==> src/rtl/sysclk_pkg.sv <==
package sysclk_pkg;

   localparam int unsigned SRC_CNT   = 4;
   localparam int unsigned CODE_W    = 2;
   localparam int unsigned WORD_W    = 16;
   localparam logic [WORD_W-1:0] WORD_RESET = 16'h0020;

   typedef enum logic [CODE_W-1:0] {
      SRC_INT  = 2'd0,
      SRC_LOW  = 2'd1,
      SRC_HIGH = 2'd2,
      SRC_EXT  = 2'd3
   } src_e;

   // legal source/divider pairs
   function automatic logic pair_ok(input logic [CODE_W-1:0] s, input logic [CODE_W-1:0] d);
      logic ok;
      case (s)
         SRC_LOW: ok = (d <= 2'd1);
         SRC_EXT: ok = (d == 2'd0);
         default: ok = 1'b1;
      endcase
      return ok;
   endfunction

   // log2 of the division ratio for a legal pair
   function automatic logic [2:0] ratio_lg(input logic [CODE_W-1:0] s, input logic [CODE_W-1:0] d);
      logic [2:0] lg;
      if (s == SRC_HIGH) begin
         case (d)
            2'd0:    lg = 3'd0;
            2'd1:    lg = 3'd1;
            2'd2:    lg = 3'd3;
            default: lg = 3'd4;
         endcase
      end else begin
         lg = {1'b0, d};
      end
      return lg;
   endfunction

endpackage

==> src/rtl/sysclk_regs.sv <==
module sysclk_regs
   import sysclk_pkg::*;
#(
   parameter bit WAKE_EN = 1'b1
) (
   input  logic              clk,
   input  logic              rst_n,
   input  logic              wr_en,
   input  logic [WORD_W-1:0] wr_data,
   input  logic              wprot_off,
   input  logic              wake_evt,
   output logic [WORD_W-1:0] rd_data,
   output logic [CODE_W-1:0] cfg_src,
   output logic [CODE_W-1:0] cfg_div
);

   logic              wk_mode;
   logic [CODE_W-1:0] wk_src;
   logic [CODE_W-1:0] wk_div;
   logic              wr_ok;
   logic              wake_go;
   logic [CODE_W-1:0] wr_src;
   logic [CODE_W-1:0] wr_div;
   logic              wr_unused;

   assign wr_ok  = wr_en & wprot_off;
   assign wr_src = wr_data[1:0];
   assign wr_div = wr_data[5:4];
   assign wr_unused = ^{wr_data[14], wr_data[11:10], wr_data[7:6], wr_data[3:2]};

   generate
      if (WAKE_EN) begin : g_wake
         assign wake_go = wake_evt & wk_mode & pair_ok(wk_src, wk_div);
      end else begin : g_nowake
         logic wake_unused;
         assign wake_unused = wake_evt;
         assign wake_go     = 1'b0;
      end
   endgenerate

   always_ff @(posedge clk or negedge rst_n) begin
      if (!rst_n) begin
         cfg_src <= WORD_RESET[1:0];
         cfg_div <= WORD_RESET[5:4];
         wk_src  <= WORD_RESET[9:8];
         wk_div  <= WORD_RESET[13:12];
         wk_mode <= WORD_RESET[15];
      end else begin
         if (wake_go) begin
            cfg_src <= wk_src;
            cfg_div <= wk_div;
         end else if (wr_ok && pair_ok(wr_src, wr_div)) begin
            cfg_src <= wr_src;
            cfg_div <= wr_div;
         end
         if (wr_ok) begin
            wk_mode <= wr_data[15];
            wk_div  <= wr_data[13:12];
            wk_src  <= wr_data[9:8];
         end
      end
   end

   assign rd_data = {wk_mode, 1'b0, wk_div, 2'b00, wk_src, 2'b00, cfg_div, 2'b00, cfg_src};

endmodule

==> src/rtl/sysclk_switch.sv <==
module sysclk_switch
   import sysclk_pkg::*;
#(
   parameter int unsigned NSRC = SRC_CNT
) (
   input  logic              clk,
   input  logic              rst_n,
   input  logic [CODE_W-1:0] cfg_src,
   input  logic [CODE_W-1:0] cfg_div,
   input  logic [NSRC-1:0]   src_stable,
   input  logic              at_boundary,
   output logic [CODE_W-1:0] act_src,
   output logic [CODE_W-1:0] act_div,
   output logic              switch_now,
   output logic [NSRC-1:0]   osc_req
);

   logic pending;

   assign pending    = (cfg_src != act_src) || (cfg_div != act_div);
   assign switch_now = pending & src_stable[cfg_src] & at_boundary;

   always_ff @(posedge clk or negedge rst_n) begin
      if (!rst_n) begin
         act_src <= WORD_RESET[1:0];
         act_div <= WORD_RESET[5:4];
      end else if (switch_now) begin
         act_src <= cfg_src;
         act_div <= cfg_div;
      end
   end

   for (genvar i = 0; i < NSRC; i++) begin : g_req
      assign osc_req[i] = (cfg_src == CODE_W'(i)) || (act_src == CODE_W'(i));
   end

endmodule

==> src/rtl/sysclk_div.sv <==
module sysclk_div
   import sysclk_pkg::*;
#(
   parameter int unsigned NSRC     = SRC_CNT,
   parameter int unsigned MAX_LOG2 = 4
) (
   input  logic              clk,
   input  logic              rst_n,
   input  logic [CODE_W-1:0] act_src,
   input  logic [CODE_W-1:0] act_div,
   input  logic [NSRC-1:0]   src_tick,
   input  logic              switch_now,
   output logic              at_boundary,
   output logic              sys_tick
);

   localparam int unsigned CNT_W = MAX_LOG2;

   logic [CNT_W-1:0] cnt;
   logic [CNT_W:0]   lim_w;
   logic [CNT_W-1:0] lim;
   logic             tick_sel;

   assign tick_sel    = src_tick[act_src];
   assign lim_w       = ((CNT_W+1)'(1) << ratio_lg(act_src, act_div)) - (CNT_W+1)'(1);
   assign lim         = lim_w[CNT_W-1:0];
   assign at_boundary = (cnt == '0);

   always_ff @(posedge clk or negedge rst_n) begin
      if (!rst_n) begin
         cnt      <= '0;
         sys_tick <= 1'b0;
      end else if (switch_now) begin
         cnt      <= '0;
         sys_tick <= 1'b0;
      end else if (tick_sel) begin
         if (cnt == lim) begin
            cnt      <= '0;
            sys_tick <= 1'b1;
         end else begin
            cnt      <= cnt + 1'b1;
            sys_tick <= 1'b0;
         end
      end else begin
         sys_tick <= 1'b0;
      end
   end

endmodule

==> src/rtl/sysclk_ctl.sv <==
module sysclk_ctl
   import sysclk_pkg::*;
#(
   parameter int unsigned NSRC     = SRC_CNT,
   parameter int unsigned MAX_LOG2 = 4,
   parameter bit          WAKE_EN  = 1'b1
) (
   input  logic        clk,
   input  logic        rst_n,
   input  logic        wr_en,
   input  logic [15:0] wr_data,
   input  logic        wprot_off,
   output logic [15:0] rd_data,
   input  logic        wake_evt,
   input  logic [3:0]  src_stable,
   input  logic [3:0]  src_tick,
   output logic [3:0]  osc_req,
   output logic [1:0]  act_src,
   output logic [1:0]  act_div,
   output logic        sys_tick
);

   generate
      if (NSRC != 4) begin : g_bad_nsrc
         $error("sysclk_ctl: NSRC must be 4 to match the 2-bit source code");
      end
      if (MAX_LOG2 < 4) begin : g_bad_log2
         $error("sysclk_ctl: MAX_LOG2 must cover divide-by-16");
      end
   endgenerate

   logic [CODE_W-1:0] cfg_src;
   logic [CODE_W-1:0] cfg_div;
   logic              at_boundary;
   logic              switch_now;

   sysclk_regs #(.WAKE_EN(WAKE_EN)) u_regs (
      .clk       (clk),
      .rst_n     (rst_n),
      .wr_en     (wr_en),
      .wr_data   (wr_data),
      .wprot_off (wprot_off),
      .wake_evt  (wake_evt),
      .rd_data   (rd_data),
      .cfg_src   (cfg_src),
      .cfg_div   (cfg_div)
   );

   sysclk_switch #(.NSRC(NSRC)) u_switch (
      .clk         (clk),
      .rst_n       (rst_n),
      .cfg_src     (cfg_src),
      .cfg_div     (cfg_div),
      .src_stable  (src_stable),
      .at_boundary (at_boundary),
      .act_src     (act_src),
      .act_div     (act_div),
      .switch_now  (switch_now),
      .osc_req     (osc_req)
   );

   sysclk_div #(.NSRC(NSRC), .MAX_LOG2(MAX_LOG2)) u_div (
      .clk         (clk),
      .rst_n       (rst_n),
      .act_src     (act_src),
      .act_div     (act_div),
      .src_tick    (src_tick),
      .switch_now  (switch_now),
      .at_boundary (at_boundary),
      .sys_tick    (sys_tick)
   );

endmodule

==> config.mk <==
export PLATFORM = sky130hd
export DESIGN_NAME = sysclk_ctl
export DESIGN_NICKNAME = d
export VERILOG_FILES = /design/src/rtl/sysclk_pkg.sv /design/src/rtl/sysclk_regs.sv /design/src/rtl/sysclk_switch.sv /design/src/rtl/sysclk_div.sv /design/src/rtl/sysclk_ctl.sv
export SDC_FILE = /design/constraint.sdc
export NUM_CORES = 1
export LEC_CHECK = 0
export BUFFER_PORTS_ARGS = -buffer_cell sky130_fd_sc_hd__clkbuf_2
export CAP_MARGIN = 20
export CORE_MARGIN = 2
export CORE_UTILIZATION = 29
export CTS_CLUSTER_DIAMETER = 60
export CTS_CLUSTER_SIZE = 14
export DETAILED_ROUTE_END_ITERATION = 10
export PLACE_DENSITY = 0.65
export SLEW_MARGIN = 10
export SYNTH_ARGS = -nofsm -noshare
export SYNTH_HDL_FRONTEND = slang
export SYNTH_SLANG_ARGS = --single-unit
==> constraint.sdc <==
create_clock -name clk -period 2.98 [get_ports clk]
set_input_delay 0.298 -clock clk [delete_from_list [all_inputs] [get_ports clk]]
set_output_delay 0.298 -clock clk [all_outputs]
set_load 0.05 [all_outputs]
* Word-level counts from Yosys, hierarchy flattened
Cells that the tools add are included.
Word-level totals: register bits after elaboration 18
Cells by class: add/sub/neg operators 2, order comparisons 4, equal/unequal tests 15, shift operators 1, mux-type cells 19, bitwise logic cells 5, reduce and logical (&&, ||, !) cells 14
Operators with widths (count):
- equality test 2 bit (second input constant) | 7
- two-way mux 4 bit | 3
- equality test 2 x 1 -> 1 bit (second input constant) | 5
- logical NOT 2 bit | 5
- case mux 3 bit (3 select lines) | 1
- two-way mux 2 bit | 4
- < comparator 2 x 3 -> 1 bit (second input constant) | 2
- two-way mux 1 bit | 6
- AND 1 bit | 5
- logical OR 1 bit | 5
- adder 4 x 1 -> 4 bit (second input constant) | 1
- binary-select mux 1 bit (select 2 bit) | 2
- equality test 4 bit | 1
- less-or-equal comparator 2 x 1 -> 1 bit (second input constant) | 2
- logical NOT 4 bit | 1
- != test 2 bit | 2
- case mux 1 bit (2 select lines) | 2
- nonzero test 2 bit | 2
- left shift 1 x 3 -> 4 bit (first input constant) | 1
- subtractor 4 x 2 -> 4 bit (second input constant) | 1
- two-way mux 3 bit | 1
- logical AND 1 bit | 1

* Logic depth before layout (Yosys ltp)
Gate-level depths: netlist of run 1.
word-level depth 9, gate-level depth with buffers 8, gate-level depth less buffers 8

* By module
From an unflattened synthesis of run 1, not the netlist that was laid out.
Unflattened totals: cells, all modules 137, area, all modules 1335.0 µm²
Modules (own cells, without submodules):
- sysclk_regs | instances 1, cells each 57, area an instance 570.5 µm², seq. area each 226.5 µm²
- sysclk_div | instances 1, cells each 52, area an instance 479.2 µm², seq. area each 125.1 µm²
- sysclk_switch | instances 1, cells each 28, area an instance 285.3 µm², seq. area each 101.3 µm²

* Least setup slack after synthesis of run 1
OpenSTA, ideal clock, no wires.
path type reg2reg, from register u_switch.act_div[0], to register u_div.sys_tick, library setup time 0.067 ns, arrival 1.931 ns, path slack 0.983 ns, stages on the path, launching flop included 9, period minus slack after synthesis 1.997 ns, cells stage by stage dfrtp_1 inv_1 ha_1 inv_1 ha_1 xor2_1 nand3_1 nor2_1 and3_1
On the way: longest elaborated chain between the ends 9, elaborated cells on any way between the ends 15, classes of those cells add/sub: 1; eq/ne: 4; shift: 1; mux: 5; bitwise: 2; reduce/logical: 2
RTL lines:
- start: declaration | line sysclk_switch.sv:13 | output logic [CODE_W-1:0] act_div,
- start signal: assignment | line sysclk_switch.sv:26 | act_div <= WORD_RESET[5:4];
- start signal: assignment | line sysclk_switch.sv:29 | act_div <= cfg_div;
- equality test 2 bit (tied with other cells) | line sysclk_pkg.sv:30 | case (d)
- case mux 3 bit (3 select lines) | line sysclk_pkg.sv:30
- two-way mux 3 bit | line sysclk_pkg.sv:29 | if (s == SRC_HIGH) begin
- left shift 1 x 3 -> 4 bit | line sysclk_div.sv:25 | assign lim_w = ((CNT_W+1)'(1) << ratio_lg(act_src, act_div)) - (CNT_W+1)'(1);
- subtractor 4 x 2 -> 4 bit | line sysclk_div.sv:25
- equality test 4 bit | line sysclk_div.sv:37 | if (cnt == lim) begin
- two-way mux 1 bit | line sysclk_div.sv:37
- two-way mux 1 bit | line sysclk_div.sv:36 | end else if (tick_sel) begin
- two-way mux 1 bit (*) | line sysclk_div.sv:33 | end else if (switch_now) begin
- end signal: assignment | line sysclk_div.sv:32 | sys_tick <= 1'b0;
- end signal: assignment | line sysclk_div.sv:35 | sys_tick <= 1'b0;
- end signal: assignment | line sysclk_div.sv:39 | sys_tick <= 1'b1;
- end: declaration | line sysclk_div.sv:14 | output logic sys_tick
Every way passes the cells marked *; elsewhere a longest branch is shown, timed or not. A chain may end at the register's enable or synchronous reset.

* Final worst setup path of run 1
from register u_switch.act_div[1], to register u_div.sys_tick
The elaborated chain is that of the path after synthesis.

==> metrics, run 1 <==
TritonCTS clock tree=done; EDFF count, synth=0; status=finished clean; clock sink count=18; sequential area share after synthesis=37.28%; reg2reg end=u_div.sys_tick; Synth cell types=35; Worst EP arrival=about 2.1 ns; worst skew pair latency=0.25 ns; commonest non-fill, non-tap cell in the layout=clkbuf_2; port bufs=39; share of layout cells above drive strength 1=37.34%; synthesized netlist cell count=118; VDD IR max=0.3582 mV; final wirelength=between 2000 and 2500 um; Total GRT Usage=between 10% and 20%; Power, Total=roughly 1.4 mW; PwrDens=974.2 nW/um2; ys async rst share=100.0%; Die Footprint=4723 um2; PnR worst setup slack=~1.1 ns; crit end category=register; post-detail-place hpwl=1832 um; Vias=926; DR pass1 iterations=3; minimum clock period=1.922 ns; die height=68.73 um; Starting DRT DRC Count=23; Critical Path RT=3.17 ns; # setup viols final=0; Final Hold Viols=0; Post-Syn Area=1215 um2; area grow syn2layout=21.32%; Min-Delay Path Class=in -> reg; Final Skew=0.0003418 ns; number of global-route vias before repair=937; Reg clk slew, reported paths=0.07 ns; largest net degree at the start of global routing=19; Routed Antenna Nets=0; FF-to-FF Start=u_switch.act_div[1]; Filler Cells Inserted=440; Leak Pwr=0.7143 nW; first-pass GRT wire length=3926 um; Reg2Reg Depth=8; Ports=54; worst setup path start=u_switch.act_div[1]; Starting Density=30.16%; Nets=about 200; Yosys warnings=0; Root Driver=clkbuf_8; CP endpoint=u_div.sys_tick; global route total overflow=0; Placed Cells=203; Max Fclk=520.4 MHz; Tcrit/Tclk final=around 64%; setup_tns=0 ns; flops & latches, synth=18; RD Place Congestion=between 0.7 and 0.8; critical path class=reg -> reg; Worst setup SP type=register; H-Tree Depth=1; Place WS=1.056 ns; Fin Hold WS=0.2774 ns; reg2reg setup slack=1.06 ns; Rows=23; Core ar.=4029 um2; number of remaining DRC errors=0; post-DR wirelength/cell=11.04 um; commonest cells after routing, fill and taps aside=clkbuf_2, dfrtp_1, inv_1; initial antenna violation count=0; fin cells=208; Post-CTS Setup Repair Bufs=0; Avg Cell Area, Syn=10.30 um2; CTS Buf Count=3; vias per inst=4.452; Max Cap Viol=0; Die W=68.73 um; ys flop type=dfrtp_1; Ant. Diodes=0; Slew Limit Fails=0; Worst Path Max Fanout=7; RSZ-0062 raised after global routing=no; clk buf depth=2
## sequential cells by signal (all words and copies together), names as in the netlist
signal            count
u_switch.act_div      2
u_regs.cfg_div        2
u_regs.cfg_src        2
u_regs.wk_mode        1
u_switch.act_src      2
u_div.sys_tick        1
u_regs.wk_div         2
u_regs.wk_src         2
u_div.cnt             4
## per-layer routing
layer | GRT usage [%] | vias to the layer above | wire length, um | part of all wire, %
met1 | 13.46 | 428 | 1053 | 46
met2 | 19.23 | 26 | 1131 | 49
li1 | - | 472 | - | -
met5 | 0 | - | 0 | 0
met3 | 1.786 | 0 | 112 | 4.9
met4 | 3.676 | 0 | 0 | 0
## synthesized netlist by cell type, types with 2 or more instances
master	count	share of area, %
nand2b_1	2	1.0
xor2_1	3	2.2
inv_1	10	3.1
nor2b_1	2	1.0
dfrtp_1	16	33
nand3_1	2	0.82
mux4_2	2	3.7
nor2_1	5	1.5
a21boi_1	2	1.2
mux2i_1	4	3.3
ha_1	7	7.2
a21o_1	2	1.2
xnor2_1	6	4.3
buf_4	8	4.9
o21ai_1	6	2.5
a21oi_1	2	0.82
o22ai_1	6	3.1
mux2_2	5	4.6
nand2_1	9	2.8
dfstp_2	2	4.3
mux2_4	2	2.5
o211ai_1	2	1.2
## report_power, final
group	switching [mW]	internal, mW	leakage, nW	total (mW)
Combinational	0.537	0.280	0.474	0.817
Sequential	0.125	0.322	0.217	0.447
Clock	0.0768	0.0947	0.0228	0.172
## repair_timing
action | in CTS | in global routing
hold buffers | 1 | 0
gates resized for setup | 0 | 0
hold endpoints to repair | 3 | 0
## kinds of logic after synthesis
family,after synthesis,synth area share (%)
buffers and inverters,21,9.681
AOI/OAI and AO/OA,23,12.87
other,1,0.3087
adders and majority gates,7,7.209
xor gates and xnor gates,9,6.489
DFF,18,37.28
muxes,13,14.11
and+or+nand+nor,26,12.05
## final cells by class
cell class,instances,area [um2],share of cell area [%]
flip-flops and latches,18,452.9,30.73
repair buffers,40,205.2,13.92
well taps,50,62.56,4.244
multi-input cells,85,666.9,45.25
clock buffers,4,45.04,3.056
inverters,11,41.29,2.801
## worst max-delay path, stage by stage, from the launching register on
cell and delay (ns):
dfstp_2 0.60, inv_1 0.08, ha_1 0.21, inv_1 0.06, ha_1 0.23, xor2_1 0.13
nand3_1 0.13, nor2_1 0.23, and3_1 0.19
## metrics by stage
stage	instance area (um2)	util, %
after detailed placement	1419	35.22
final	1474	36.58
after CTS	1474	36.58
after global placement	1419	35.22
after global routing	1474	36.58
after floorplan	1237	-
## worst min path at each step
stage / startpoint / to / slack (ns) / cells after the start
global placement: rst_n / u_regs.wk_mode / 0.27 / 1
CTS: wr_data[15] / u_regs.wk_mode / 0.27 / 2
finish: wr_data[8] / u_regs.wk_src[0] / 0.28 / 2
detailed placement: rst_n / u_regs.wk_mode / 0.27 / 1
floorplan: rst_n / u_div.cnt[0] / 0.002 / 0
global route: wr_data[15] / u_regs.wk_mode / 0.28 / 2
(Power assumes the default switching activity.)
==> run 2: changes to the inputs <==
==> constraint.sdc (replaced) <==
create_clock -name clk -period 1.85 [get_ports clk]
set_input_delay 0.185 -clock clk [delete_from_list [all_inputs] [get_ports clk]]
set_output_delay 0.185 -clock clk [all_outputs]
set_load 0.05 [all_outputs]
==> run 2 against run 1 <==
Effect of this change: clock skew up 0.0019 ns; highest routed layer is now met4; sequential power up 66%; worst hold slack worse by 0.12 ns; sequential share of layout area down 1.7 points; die area unchanged; critical path depth down 1; utilization up 2.6 points; fmax up 6.4%; cell count up 1.4%; critical path type unchanged; register-to-register slack worse by 1.0 ns; design area up 7.2%; setup slack worse by 1.0 ns.
==> metrics, run 2 (synthesized netlist as in run 1, its figures left out) <==
Rows=23; Routed Antenna Nets=0; share of layout cells above drive strength 1=47.83%; first-pass GRT wire length=4305 um; Final Skew=0.002246 ns; PnR worst setup slack=0.04451 ns; CP endpoint=u_div.cnt[0]; Filler Cells Inserted=roughly 430; reg2reg setup slack=0.04 ns; Place WS=0.008217 ns; Nets=198; Critical Path RT=2.03 ns; global route total overflow=0; Vias=962; Min-Delay Path Class=in -> reg; RD Place Congestion=0.7608; max reg flops=4; number of remaining DRC errors=0; Die W=around 70 um; VDD IR max=0.5718 mV; vias per inst=~4.6; final wirelength=2678 um; Max Cap Viol=0; Starting DRT DRC Count=20; RSZ-0062 raised after global routing=yes; Core ar.=4029 um2; Slew Limit Fails=0; Placed Cells=205; Final Hold Viols=0; Tcrit/Tclk final=a little over nine tenths; clock sink count=18; Total GRT Usage=12.41%; die height=roughly 69 um; critical path class=reg -> reg; DR pass1 iterations=4; Die Footprint=4723 um2; Worst EP arrival=around 2 ns; Ant. Diodes=0; PwrDens=~1600 nW/um2; post-detail-place hpwl=~2100 um; status=finished clean; H-Tree Depth=1; TritonCTS clock tree=done; post-DR wirelength/cell=12.69 um; worst skew pair latency=approximately 0.25 ns; CTS Buf Count=3; area grow syn2layout=30.07%; commonest non-fill, non-tap cell in the layout=clkbuf_2; Reg2Reg Depth=7; number of global-route vias before repair=943; crit end category=register; Reg clk slew, reported paths=around 0.070 ns; Worst setup SP type=register; fin cells=approximately 210; reg2reg end=u_div.cnt[0]; Largest Register=u_div.cnt; area occupied by registers=between 400 and 500 um2; FF-to-FF Start=u_switch.act_div[1]; minimum clock period=1.805 ns; worst setup path start=u_switch.act_div[1]; multi-input logic area=between 700 and 800 um2; Leak Pwr=0.7463 nW; largest net degree at the start of global routing=19; Max Fclk=between 500 and 600 MHz; commonest cells after routing, fill and taps aside=clkbuf_2, dfrtp_1, nand2_1; Power, Total=between 2 and 3 mW; Root Driver=clkbuf_8; Ports=54; clk buf depth=2; Worst Path Max Fanout=3; Starting Density=between 30% and 40%; # setup viols final=0; initial antenna violation count=0; port bufs=39
-- run 2: per-stage QoR --
step                        TNS, ns  instance area, um2  hold WS, ns  utilization [%]
after detailed placement          0                1460       0.1649            36.24
after global placement            0                1460       0.1689            36.24
after global routing        -0.1781                1580       0.1630            39.22
final                             0                1580       0.1616            39.22
after floorplan            -0.04695                1264      -0.1106                -
after CTS                 -0.002041                1515       0.1583            37.61
-- run 2: final cells by class --
cell class,instances,area share (%)
repair buffers,43,14.41
inverters,11,2.613
multi-input cells,85,47.11
well taps,50,3.959
clock buffers,4,2.850
flip-flops and latches,18,29.06
-- run 2: metal layers --
| metal | part of all wire [%] | routed length [um] | up-vias | GRT usage, % |
|---|---|---|---|---|
| met3 | 6.5 | 174 | 4 | 2.760 |
| met1 | 48 | 1295 | 450 | 17.00 |
| met4 | 0.86 | 23 | 0 | 5.147 |
| met2 | 44 | 1185 | 34 | 18.87 |
| met5 | 0 | 0 | - | 0 |
| li1 | - | - | 474 | - |
-- run 2: what timing repair did --
action                                 in CTS  in global routing
hold buffers                                1                  0
setup endpoints to repair                   2                  5
buffers inserted                            0                  1
gates resized for setup                     0                 10
pin swaps                                   1                  6
endpoints found under the hold margin      16                  0
-- run 2: report_power, final --
part	switching [mW]	internal (mW)
Clock	0.127	0.153
Sequential	0.215	0.526
Combinational	0.972	0.573
Total	1.31	1.25
-- run 2: how the worst min path moves through the flow --
stage | cells past startpoint | end | startpoint
after floorplan | 0 | u_div.cnt[0] | rst_n
after global placement | 1 | u_div.cnt[2] | rst_n
after detailed placement | 1 | u_switch.act_src[1] | rst_n
after CTS | 2 | u_regs.wk_div[1] | wr_data[13]
after global routing | 2 | u_regs.wk_div[1] | wr_data[13]
final | 2 | u_regs.wk_div[1] | wr_data[13]
-- run 2: critical path, stage by stage (launching register included) --
cell	delay [ns]
dfstp_4	0.62
inv_2	0.05
ha_4	0.21
nor3b_2	0.17
mux2i_1	0.12
xnor2_2	0.25
o211ai_1	0.15
a21boi_1	0.16
